==> config.mk <==
export PLATFORM = sky130hd
export DESIGN_NAME = winc_top
export DESIGN_NICKNAME = d
export VERILOG_FILES = /design/src/rtl/winc_pkg.sv /design/src/rtl/winc_limits.sv /design/src/rtl/winc_detect.sv /design/src/rtl/winc_ctrl.sv /design/src/rtl/winc_top.sv
export SDC_FILE = /design/constraint.sdc
export NUM_CORES = 1
export LEC_CHECK = 0
export ABC_AREA = 1
export ABC_CLOCK_PERIOD_IN_PS = 3900
export BUFFER_PORTS_ARGS = -buffer_cell sky130_fd_sc_hd__buf_2
export CAP_MARGIN = 25
export CELL_PAD_IN_SITES_DETAIL_PLACEMENT = 0
export CELL_PAD_IN_SITES_GLOBAL_PLACEMENT = 1
export CORE_MARGIN = 2
export CORE_UTILIZATION = 46
export DETAILED_ROUTE_END_ITERATION = 16
export PLACE_DENSITY_LB_ADDON = 0.1
export SLEW_MARGIN = 20
export SYNTH_ARGS = -nofsm -noshare
export SYNTH_HDL_FRONTEND = slang
export SYNTH_SLANG_ARGS = --single-unit
==> constraint.sdc <==
create_clock -name clk -period 3.9 [get_ports clk]
set_input_delay 0.585 -clock clk [delete_from_list [all_inputs] [get_ports clk]]
set_output_delay 0.585 -clock clk [all_outputs]
set_load 0.1 [all_outputs]
==> src/rtl/winc_pkg.sv <==
package winc_pkg;
    localparam int DEF_LIM_W = 16;

    typedef struct packed {
        logic flag;
        logic ien;
    } winc_ctrl_t;
endpackage

==> src/rtl/winc_limits.sv <==
module winc_limits #(
    parameter int LIM_W  = 16,
    parameter int ADDR_W = 3
) (
    input  logic              clk,
    input  logic              rst_n,
    input  logic              wr_en,
    input  logic [ADDR_W-1:0] addr,
    input  logic [7:0]        wdata,
    output logic [LIM_W-1:0]  above_o,
    output logic [LIM_W-1:0]  below_o
);
    localparam int NB = LIM_W / 8;

    typedef struct packed {
        logic [LIM_W-1:0] above;
        logic [LIM_W-1:0] below;
    } lim_t;

    lim_t lim_d, lim_q;

    always_comb begin
        lim_d = lim_q;
        if (wr_en) begin
            for (int i = 0; i < NB; i++) begin
                if (addr == ADDR_W'(1 + i))
                    lim_d.above[8*i +: 8] = wdata;
                if (addr == ADDR_W'(1 + NB + i))
                    lim_d.below[8*i +: 8] = wdata;
            end
        end
    end

    always_ff @(posedge clk or negedge rst_n) begin
        if (!rst_n) begin
            lim_q.above <= '1;
            lim_q.below <= '0;
        end else begin
            lim_q <= lim_d;
        end
    end

    assign above_o = lim_q.above;
    assign below_o = lim_q.below;

    // a write to the above-threshold low byte is visible on the next cycle
    assert_low_byte_write_R2: assert property (@(posedge clk) disable iff (!rst_n)
        (wr_en && addr == ADDR_W'(1)) |=> (above_o[7:0] == $past(wdata)));

    // without a write the thresholds are stable
    assert_limits_stable_R8: assert property (@(posedge clk) disable iff (!rst_n)
        !wr_en |=> ($stable(above_o) && $stable(below_o)));
endmodule

==> src/rtl/winc_detect.sv <==
module winc_detect #(
    parameter int LIM_W = 16
) (
    input  logic             valid_i,
    input  logic [LIM_W-1:0] data_i,
    input  logic [LIM_W-1:0] above_i,
    input  logic [LIM_W-1:0] below_i,
    output logic             hit_o
);
    logic inside_mode, over, under, match;

    always_comb begin
        inside_mode = below_i > above_i;
        over        = data_i > above_i;
        under       = data_i < below_i;
        match       = inside_mode ? (over && under) : (over || under);
        hit_o       = valid_i && match;
    end
endmodule

==> src/rtl/winc_ctrl.sv <==
module winc_ctrl #(
    parameter int ADDR_W = 3
) (
    input  logic              clk,
    input  logic              rst_n,
    input  logic              wr_en,
    input  logic [ADDR_W-1:0] addr,
    input  logic [7:0]        wdata,
    input  logic              hit_i,
    output winc_pkg::winc_ctrl_t ctrl_o
);
    import winc_pkg::*;

    winc_ctrl_t ctrl_d, ctrl_q;
    logic       ctrl_wr;

    always_comb begin
        ctrl_d  = ctrl_q;
        ctrl_wr = wr_en && (addr == '0);
        if (ctrl_wr) begin
            ctrl_d.ien = wdata[1];
            if (!wdata[0])
                ctrl_d.flag = 1'b0;
        end
        if (hit_i)
            ctrl_d.flag = 1'b1;
    end

    always_ff @(posedge clk or negedge rst_n) begin
        if (!rst_n) begin
            ctrl_q <= '0;
        end else begin
            ctrl_q <= ctrl_d;
        end
    end

    assign ctrl_o = ctrl_q;

    // a detection always leaves the flag set, clear or not
    assert_hit_sets_flag_R7: assert property (@(posedge clk) disable iff (!rst_n)
        hit_i |=> ctrl_q.flag);

    // the flag only falls through a clearing control write
    assert_flag_sticky_R6: assert property (@(posedge clk) disable iff (!rst_n)
        (ctrl_q.flag && !(wr_en && addr == '0 && !wdata[0])) |=> ctrl_q.flag);

    // the flag only rises through a detection
    assert_no_spurious_R5: assert property (@(posedge clk) disable iff (!rst_n)
        (!ctrl_q.flag && !hit_i) |=> !ctrl_q.flag);
endmodule

==> src/rtl/winc_top.sv <==
module winc_top #(
    parameter int LIM_W  = winc_pkg::DEF_LIM_W,
    parameter int ADDR_W = $clog2(2 * (LIM_W / 8) + 1)
) (
    input  logic              clk,
    input  logic              rst_n,
    input  logic              wr_en,
    input  logic [ADDR_W-1:0] addr,
    input  logic [7:0]        wdata,
    output logic [7:0]        rdata,
    input  logic              conv_valid,
    input  logic [LIM_W-1:0]  conv_data,
    output logic              irq_o
);
    import winc_pkg::*;

    localparam int NB = LIM_W / 8;

    logic [LIM_W-1:0] above, below;
    logic             hit;
    winc_ctrl_t       ctrl;

    winc_limits #(.LIM_W(LIM_W), .ADDR_W(ADDR_W)) u_limits (
        .clk(clk), .rst_n(rst_n), .wr_en(wr_en), .addr(addr), .wdata(wdata),
        .above_o(above), .below_o(below)
    );

    winc_detect #(.LIM_W(LIM_W)) u_detect (
        .valid_i(conv_valid), .data_i(conv_data),
        .above_i(above), .below_i(below), .hit_o(hit)
    );

    winc_ctrl #(.ADDR_W(ADDR_W)) u_ctrl (
        .clk(clk), .rst_n(rst_n), .wr_en(wr_en), .addr(addr), .wdata(wdata),
        .hit_i(hit), .ctrl_o(ctrl)
    );

    always_comb begin
        rdata = '0;
        if (addr == '0)
            rdata = {6'b0, ctrl.ien, ctrl.flag};
        for (int i = 0; i < NB; i++) begin
            if (addr == ADDR_W'(1 + i))
                rdata = above[8*i +: 8];
            if (addr == ADDR_W'(1 + NB + i))
                rdata = below[8*i +: 8];
        end
    end

    assign irq_o = ctrl.flag & ctrl.ien;

    // a disabled interrupt stays low
    assert_irq_masked_R9: assert property (@(posedge clk) disable iff (!rst_n)
        !ctrl.ien |-> !irq_o);

    // reset thresholds never produce a detection
    assert_default_quiet_R10: assert property (@(posedge clk) disable iff (!rst_n)
        (above == '1 && below == '0) |-> !hit);
endmodule

==> results of run 1 <==
==> cell families (layout without fill, tap and decap cells) <==
family / Yosys count / in the layout / share of synthesized area [%]
simple gates: 125 / 125 / 20.32
compound gates: 79 / 79 / 17.44
buf+inv: 61 / 104 / 8.996
fa+ha+maj: 47 / 47 / 21.46
flops: 34 / 34 / 31.78
==> synthesized netlist by cell type <==
| cell | number |
|---|---|
| sky130_fd_sc_hd__nand2_1 | 86 |
| sky130_fd_sc_hd__inv_1 | 55 |
| sky130_fd_sc_hd__ha_1 | 47 |
| sky130_fd_sc_hd__o21ai_0 | 27 |
| sky130_fd_sc_hd__a21oi_1 | 23 |
| sky130_fd_sc_hd__dfrtp_1 | 18 |
| sky130_fd_sc_hd__dfstp_2 | 16 |
| sky130_fd_sc_hd__nor2_1 | 15 |
| sky130_fd_sc_hd__o21ai_2 | 8 |
| sky130_fd_sc_hd__a22oi_1 | 6 |
| sky130_fd_sc_hd__nand3_1 | 5 |
| sky130_fd_sc_hd__o221ai_1 | 5 |
| sky130_fd_sc_hd__nand2_2 | 4 |
| sky130_fd_sc_hd__nand4_1 | 4 |
| sky130_fd_sc_hd__o21ai_1 | 4 |
| sky130_fd_sc_hd__o211ai_1 | 3 |
| sky130_fd_sc_hd__buf_2 | 2 |
| sky130_fd_sc_hd__buf_6 | 2 |
| sky130_fd_sc_hd__inv_2 | 2 |
| sky130_fd_sc_hd__nand2_4 | 2 |
| sky130_fd_sc_hd__nor2_4 | 2 |
| sky130_fd_sc_hd__a21o_1 | 1 |
| sky130_fd_sc_hd__a221oi_1 | 1 |
| sky130_fd_sc_hd__a32o_1 | 1 |
| sky130_fd_sc_hd__and3_1 | 1 |
| sky130_fd_sc_hd__nand3_2 | 1 |
| sky130_fd_sc_hd__nand3b_1 | 1 |
| sky130_fd_sc_hd__nor3_1 | 1 |
| sky130_fd_sc_hd__nor3_4 | 1 |
| sky130_fd_sc_hd__nor4_1 | 1 |
| sky130_fd_sc_hd__or2_2 | 1 |
==> metrics by stage <==
stage | hold WS, ns | utilization [%]
3_5_place_dp | 0.4856 | 51.22
2_1_floorplan | 0.2894 | -
5_1_grt | 0.4186 | 52.84
4_1_cts | 0.3854 | 52.84
6_report | 0.3563 | 52.84
3_3_place_gp | 0.4793 | 51.22
==> final cells by class <==
cell class                 instances  share of cell area, %
clock buffer                       6                  2.671
multi-input combinational        251                  52.49
clock inverter                     2                 0.4047
sequential                        34                  28.17
inverter                          57                  6.920
timing repair buffer              39                  6.313
tap                               75                  3.035
==> path summary, 6_finish.rpt <==
kind | start | endpoint
min reg2reg | u_limits.above_o[7]$_DFFE_PN1P_ | u_limits.above_o[7]$_DFFE_PN1P_
max in group asynchronous | rst_n | u_limits.below_o[13]$_DFFE_PN0P_
max | addr[0] | rdata[4]
max reg2reg | u_limits.above_o[14]$_DFFE_PN1P_ | u_ctrl.ctrl_o[1]$_DFFE_PN0P_
min in group clk | u_limits.above_o[7]$_DFFE_PN1P_ | u_limits.above_o[7]$_DFFE_PN1P_
min | rst_n | u_limits.below_o[1]$_DFFE_PN0P_
==> metal layers <==
metal	share of wire [%]	wire (um)	track usage, %	vias to the layer above
met4	0.24	16	2.542	0
li1	-	-	-	1242
met1	46	3006	26.70	1055
met2	51	3306	39.09	46
met5	0	0	0	-
met3	3.1	202	3.444	4
==> power breakdown <==
group | internal (W) | switching, W | leakage (nW)
combinational | 0.000206 | 0.000384 | 1.17
clock | 0.000142 | 0.000136 | 0.0472
sequential | 0.000442 | 0.0000680 | 0.391
==> worst reg2reg max path, stage by stage (launching register included) <==
cell and delay, ns:
sky130_fd_sc_hd__dfstp_2 0.56, sky130_fd_sc_hd__inv_1 0.07, sky130_fd_sc_hd__ha_1 0.27, sky130_fd_sc_hd__nand2_1 0.07, sky130_fd_sc_hd__nor2_1 0.18, sky130_fd_sc_hd__nand2_1 0.13
sky130_fd_sc_hd__inv_1 0.07, sky130_fd_sc_hd__nand2_1 0.07, sky130_fd_sc_hd__nand2_1 0.05, sky130_fd_sc_hd__o21ai_0 0.07, sky130_fd_sc_hd__nand2_1 0.07, sky130_fd_sc_hd__nand2_1 0.05
sky130_fd_sc_hd__nand2_1 0.06, sky130_fd_sc_hd__nand2_1 0.04
==> flip-flops by register name, summed over array words and instances, names as in the netlist <==
register          flops
u_limits.above_o     16
u_limits.below_o     16
u_ctrl.ctrl_o         2
==> cell usage in the layout, fill, tap and decap left out, types with 8 or more instances in the layout <==
| cell | n |
|---|---|
| sky130_fd_sc_hd__a21oi_1 | 23 |
| sky130_fd_sc_hd__buf_2 | 39 |
| sky130_fd_sc_hd__dfrtp_1 | 18 |
| sky130_fd_sc_hd__dfstp_2 | 16 |
| sky130_fd_sc_hd__ha_1 | 47 |
| sky130_fd_sc_hd__inv_1 | 55 |
| sky130_fd_sc_hd__nand2_1 | 86 |
| sky130_fd_sc_hd__nor2_1 | 15 |
| sky130_fd_sc_hd__o21ai_0 | 27 |
| sky130_fd_sc_hd__o21ai_2 | 8 |
==> reports/metrics.cfg, run 1 <==
[status]
run_status = finished clean

[final_layout]
layout.filler_cells = 565
antennaDiodeCount = 0
finalInstanceArea_sq_um = 3092
finalNetCount = 466
area.growth.synth_to_final_pct = 12.83
multi_input_area_sq_um = 1623
layout-drive-gt1-share_pct = 21.59
seqCellArea_sq_um = 870.8
final_cell_count_no_fill = 464

[floorplan]
die_width_um = 81.18
boundaryPins = 40
floorplan.die_area_sq_um = 6590
initial_core_utilization_pct = 46.83
die_h_um = 81.18
core.rowCount = 28
core_area_sq_um = 5851

[clock_tree]
path_clk_slew_ns = 0.08
clockRootBuffer = sky130_fd_sc_hd__clkbuf_8
clk-insertion-delay-late_ns = 0.29
numCtsBuffers = 5
cts_num_sinks = 34
post_cts_setup_buffer_count = 0
cts.hold.buffers_added = 0
cts_tree = done
htree_num_levels = 2
maximum_count_of_clock_buffers_along_a_single_path = 2
cts_repair_resize_count = 0

[critical_path]
crit_path_buf_inv_count = 2
cp-end-kind = output port
worst_path_largest_cell_delay_ns = 0.47
critical_path.cell_chain = buf_2, nor2_1, nand2_1, o221ai_1, buf_2
timing.critical_path.required_ns = 3.31
crit_path_max_fanout = 8
worst-endpoint-arrival_ns = 1.98
critical-path-top-delay-family = buffers and inverters
worst_setup_path_start_kind = primary input
rrSetupSlack_ns = 2.03
reg2regPathDepth = 13
critical_path.most_common_cell = sky130_fd_sc_hd__buf_2
critical_path_depth = 5
critPathSlowestCell = sky130_fd_sc_hd__buf_2
critPathKind = primary input to output port

[sta]
fin_tns_setup_ns = 0
post-route-worst-setup-slack_ns = 1.339
unrepaired_setup_endpoints_after_global_routing = no
fmax_mhz = 390.5
period_needed_ns = 2.561
tightest_slew_ns = 0.7583
setup_viol_count_final = 0
hold_viol = 0
timing_max_transition_violations_final = 0
relSlewSlack_pct = 49.45
period_share_pct = 65.67
clock_skew_ns = 0.008435

[global_route]
grt_antenna_before_repair = 0
grt_overflow = 0
wire_length_of_the_first_global_routing_pass_mm = 10.65
first_global_vias = 2287
groute.usage.overall_pct = 21.23
maximum_number_of_pins_on_one_net_before_global_route_repair = 35

[placed_design]
number_of_placed_instances_with_taps_included = 456
place.port_buffers = 39
dpl_worst_slack_ns = 1.348
routabilityCongestion = 0.7476
dpl-instance-area_sq_um = 2997
detailed_place_hpwl_mm = 5.399

[drt]
total_wire_length_mm = 6.531
firstDrtPassIters = 5
num_vias = 2347
detail-route-antenna-nets = 0
drt_iter0_markers = 134
drc = 0
detail_route.wl_per_cell_um = 14.08
via_per_inst = 5.058

[logic_synthesis]
synth_top_area_share_pct = 21.46
synth.ff_latch_count = 34
mappedNetlistArea_sq_um = 2740
postSynthCellCount = 346
synthTopCellsByArea = sky130_fd_sc_hd__ha_1, sky130_fd_sc_hd__dfrtp_1, sky130_fd_sc_hd__dfstp_2, sky130_fd_sc_hd__nand2_1, sky130_fd_sc_hd__inv_1
synth.yosys.warnings = 0
synth.largest_area_cell = sky130_fd_sc_hd__ha_1
synth_cell_type_count = 31
synth_sequential_area_ratio_pct = 31.78
post_synth.cell_area_avg_sq_um = 7.919
mappedNetlistNets = 424

[pwr]
power.leakage_nw = 1.612
maximum_resistive_drop_on_vdd_mv = 0.3008
power_density_nw_per_um2 = 446.0
finalPower_w = 0.001379

[hold_path]
hp-class = primary input to async pin

[run]
maxCapViolations = 0

No activity file was read; power rests on OpenSTA's default activity.
==> run 2, diff against run 1 <==
ABC_AREA = 0   (was 1)
ABC_CLOCK_PERIOD_IN_PS = 2400   (was 3900)
CORE_UTILIZATION = 44   (was 46)
clock period = 2.4 ns   (was 3.9 ns; I/O delays follow)
==> run 2 against run 1 <==
Net effect:
- flip-flop and latch count unchanged
- hold slack worse by 0.20 ns
- clock power up 58%
- routed wire length up 3.7%
- sequential power up 64%
- first-iteration DRC count down 38%
- clock skew down 0.0017 ns
- via count down 4.3%
- critical path type unchanged
- critical endpoint is now rdata[7]
- highest routed layer unchanged
==> reports/metrics.cfg, run 2 <==
[logic_synthesis]
synthTopCellsByArea = sky130_fd_sc_hd__ha_1, sky130_fd_sc_hd__dfrtp_1, sky130_fd_sc_hd__dfstp_2, sky130_fd_sc_hd__inv_1, sky130_fd_sc_hd__nand2_1  ; was sky130_fd_sc_hd__ha_1, sky130_fd_sc_hd__dfrtp_1, sky130_fd_sc_hd__dfstp_2, sky130_fd_sc_hd__nand2_1, sky130_fd_sc_hd__inv_1
post_synth_mux_area_share_pct = 7.013  ; was 0%
mappedNetlistNets = 371  ; was 424
synth.yosys.warnings = 0  ; unchanged
post_synthesis_simple_gate_area_fraction_pct = 14.85  ; was 20.32%
synth_cell_type_count = 48  ; was 31
mappedNetlistArea_sq_um = 2748  ; was 2740 sq um
synth_sequential_area_ratio_pct = 31.69  ; was 31.78%
synth_compound_gate_area_share_pct = 18.85  ; was 17.44%
post-synth-top-count-cell = sky130_fd_sc_hd__ha_1  ; was sky130_fd_sc_hd__nand2_1
postSynthCellCount = 293  ; was 346
netlist_top_cells_count = sky130_fd_sc_hd__ha_1, sky130_fd_sc_hd__inv_1, sky130_fd_sc_hd__nand2_1  ; was sky130_fd_sc_hd__nand2_1, sky130_fd_sc_hd__inv_1, sky130_fd_sc_hd__ha_1
synth-edff-count = 0  ; unchanged
post_synth_xor_area_fraction_pct = 0  ; unchanged
synth_top_area_share_pct = 21.40  ; was 21.46%
async_flop_share_pct = 100.0  ; unchanged
post_synth.cell_area_avg_sq_um = 9.378  ; was 7.919 sq um
adder_and_majority_gate_portion_of_the_synthesized_area_pct = 21.40  ; was 21.46%
synth_ff_type = sky130_fd_sc_hd__dfrtp_1  ; unchanged
main_combinational_cell_family_by_area_after_synthesis = adder cells  ; unchanged
synth.ff_latch_count = 34  ; unchanged
synth.largest_area_cell = sky130_fd_sc_hd__ha_1  ; unchanged

[sta]
setup_viol_count_final = 0  ; unchanged
period_needed_ns = 2.172
timing_max_transition_violations_final = 0  ; unchanged
period_share_pct = 90.49
relSlewSlack_pct = 47.04  ; was 49.45%
unrepaired_setup_endpoints_after_global_routing = no  ; unchanged
fin_tns_setup_ns = 0  ; unchanged
hold_viol = 0  ; unchanged
clock_skew_ns = 0.006686  ; was 0.008435 ns
post-route-worst-setup-slack_ns = 0.2284  ; was 1.339 ns
fmax_mhz = 460.5
tightest_slew_ns = 0.7944  ; was 0.7583 ns

[clock_tree]
clk-insertion-delay-late_ns = 0.28  ; was 0.29 ns
cts_tree = done  ; unchanged
post_cts_setup_buffer_count = 0  ; unchanged
clockRootBuffer = sky130_fd_sc_hd__clkbuf_8  ; unchanged
path_clk_slew_ns = 0.07  ; was 0.08 ns
cts_repair_resize_count = 0  ; unchanged
htree_num_levels = 2  ; unchanged
numCtsBuffers = 5  ; unchanged
cts.hold.buffers_added = 0  ; unchanged
maximum_count_of_clock_buffers_along_a_single_path = 2  ; unchanged
cts_num_sinks = 34  ; unchanged

[floorplan]
core.rowCount = 28  ; unchanged
die_width_um = 83.02  ; was 81.18 um
floorplan.die_area_sq_um = 6892  ; was 6590 sq um
core_area_sq_um = 5991  ; was 5851 sq um
die_h_um = 83.02  ; was 81.18 um
boundaryPins = 40  ; unchanged
initial_core_utilization_pct = 45.86  ; was 46.83%

[placed_design]
detailed_place_hpwl_mm = 5.538  ; was 5.399 mm
dpl_worst_slack_ns = 0.2668  ; was 1.348 ns
dpl-instance-area_sq_um = 3173  ; was 2997 sq um
routabilityCongestion = 0.8570  ; was 0.7476
place.port_buffers = 39  ; unchanged

[global_route]
groute.usage.overall_pct = 20.52  ; was 21.23%
wire_length_of_the_first_global_routing_pass_mm = 11.32  ; was 10.65 mm
first_global_vias = 2191  ; was 2287
grt_overflow = 0  ; unchanged
grt_antenna_before_repair = 0  ; unchanged
maximum_number_of_pins_on_one_net_before_global_route_repair = 35  ; unchanged

[final_layout]
area.growth.synth_to_final_pct = 18.81  ; was 12.83%
finalNetCount = 414  ; was 466
layout.filler_cells = 571  ; was 565
final_common_cell = sky130_fd_sc_hd__ha_1  ; was sky130_fd_sc_hd__nand2_1
layout-drive-gt1-share_pct = 27.89  ; was 21.59%
antennaDiodeCount = 0  ; unchanged
layout_common_cells = sky130_fd_sc_hd__ha_1, sky130_fd_sc_hd__inv_1, sky130_fd_sc_hd__nand2_1, sky130_fd_sc_hd__buf_2, sky130_fd_sc_hd__o21ai_0  ; was sky130_fd_sc_hd__nand2_1, sky130_fd_sc_hd__inv_1, sky130_fd_sc_hd__ha_1, sky130_fd_sc_hd__buf_2, sky130_fd_sc_hd__o21ai_0
finalInstanceArea_sq_um = 3264  ; was 3092 sq um

[drt]
detail-route-antenna-nets = 0  ; unchanged
drt_iter0_markers = 83  ; was 134
firstDrtPassIters = 4  ; was 5
num_vias = 2246  ; was 2347
drc = 0  ; unchanged
via_per_inst = 5.451  ; was 5.058
detail_route.wl_per_cell_um = 16.44  ; was 14.08 um
total_wire_length_mm = 6.775  ; was 6.531 mm

[pwr]
net_sw_share_pct = 41.16  ; was 42.69%
clockPowerShare_pct = 18.2  ; was 20.2%
finalPower_w = 0.002419  ; was 0.001379 W
switching_power_w = 0.0009957  ; was 0.0005886 W
p_comb_share_pct = 47.3  ; was 42.8%
power.leakage_nw = 1.494  ; was 1.612 nW
maximum_resistive_drop_on_vdd_mv = 0.4105  ; was 0.3008 mV
power_density_nw_per_um2 = 741.0  ; was 446.0 nW/um^2
internal_power_w = 0.001423  ; was 0.0007902 W
power.sequential.fraction_pct = 34.5  ; was 37.0%

[critical_path]
crit_path_max_fanout = 19  ; was 8
timing.rr.start = u_limits.above_o[15]$_DFFE_PN1P_  ; was u_limits.above_o[14]$_DFFE_PN1P_
timing.critical_path.required_ns = 2.04  ; was 3.31 ns
reg2reg_to = u_ctrl.ctrl_o[1]$_DFFE_PN0P_  ; unchanged
cp-end-kind = output port  ; unchanged
critPathKind = primary input to output port  ; unchanged
worst_setup_path_start_kind = primary input  ; unchanged
rrSetupSlack_ns = 0.34  ; was 2.03 ns
worst-endpoint-arrival_ns = 1.81  ; was 1.98 ns
reg2regPathDepth = 7  ; was 13

[status]
run_status = finished clean  ; unchanged

[run]
maxCapViolations = 0  ; unchanged

[hold_path]
hp-class = primary input to async pin  ; unchanged

## run 2: changes by cell type after synthesis, moves of 6 or more
cell                      change
sky130_fd_sc_hd__mux2i_1      +8
sky130_fd_sc_hd__o22ai_1      +6
sky130_fd_sc_hd__inv_1       -22
sky130_fd_sc_hd__o21ai_2      -8
sky130_fd_sc_hd__nor2_1      -14
sky130_fd_sc_hd__o21ai_1      +6
sky130_fd_sc_hd__nand2_1     -54
sky130_fd_sc_hd__mux2_2      +10
## run 2: cells by family after synthesis
kind of cell	Yosys count
flops	34
fa+ha+maj	47
buf+inv	41
simple gates	69
compound gates	84
mux	18
## run 2: worst max-delay path by stage
stage,start,cells after the start,endpoint
2_1_floorplan,addr[1],5,rdata[6]
3_3_place_gp,addr[1],5,rdata[6]
3_5_place_dp,addr[1],5,rdata[6]
4_1_cts,u_limits.above_o[0]$_DFFE_PN1P_,5,rdata[0]
5_1_grt,addr[1],5,rdata[6]
6_report,addr[1],5,rdata[7]
## run 2: critical path, stage by stage
cell                      delay [ns]
sky130_fd_sc_hd__buf_2          0.36
sky130_fd_sc_hd__nor2b_1        0.46
sky130_fd_sc_hd__a22oi_1        0.12
sky130_fd_sc_hd__o22ai_1        0.28
sky130_fd_sc_hd__buf_12         0.22
## run 2: area by class of cell
cell class | instances | area (sq um) | area share [%]
sequential | 34 | 870.8 | 26.68
timing repair buffer | 44 | 352.8 | 10.81
tap | 75 | 93.84 | 2.875
inverter | 33 | 123.9 | 3.795
clock buffer | 7 | 86.33 | 2.645
multi-input combinational | 218 | 1732 | 53.05
clock inverter | 1 | 5.005 | 0.1533
## run 2: through the flow
step / hold slack, ns / utilization, % / instances
5_1_grt: 0.2148 / 54.49 / 412
3_5_place_dp: 0.4931 / 52.97 / 404
3_3_place_gp: 0.4861 / 52.97 / 404
2_1_floorplan: 0.06441 / - / 293
6_report: 0.1554 / 54.49 / 412
4_1_cts: 0.1856 / 54.49 / 412
## run 2: power by group through the flow
stage / clock network, W / logic, W / registers, W
finish: 0.000440 / 0.00114 / 0.000834
global route: 0.000483 / 0.00128 / 0.000855
CTS: 0.000456 / 0.00116 / 0.000836
detailed placement: 0 / 0.00115 / 0.000845
global placement: 0 / 0.00114 / 0.000844
floorplan: 0 / 0.000838 / 0.000808
## run 2: per-layer routing
layer  vias to the layer above  part of all wire [%]  global-route usage (%)
met3                         2                   4.2                   4.076
met2                        39                    49                   35.41
li1                       1162                     -                       -
met5                         -                     0                       0
met4                         0                  0.40                   3.130
met1                      1043                    46                   27.15
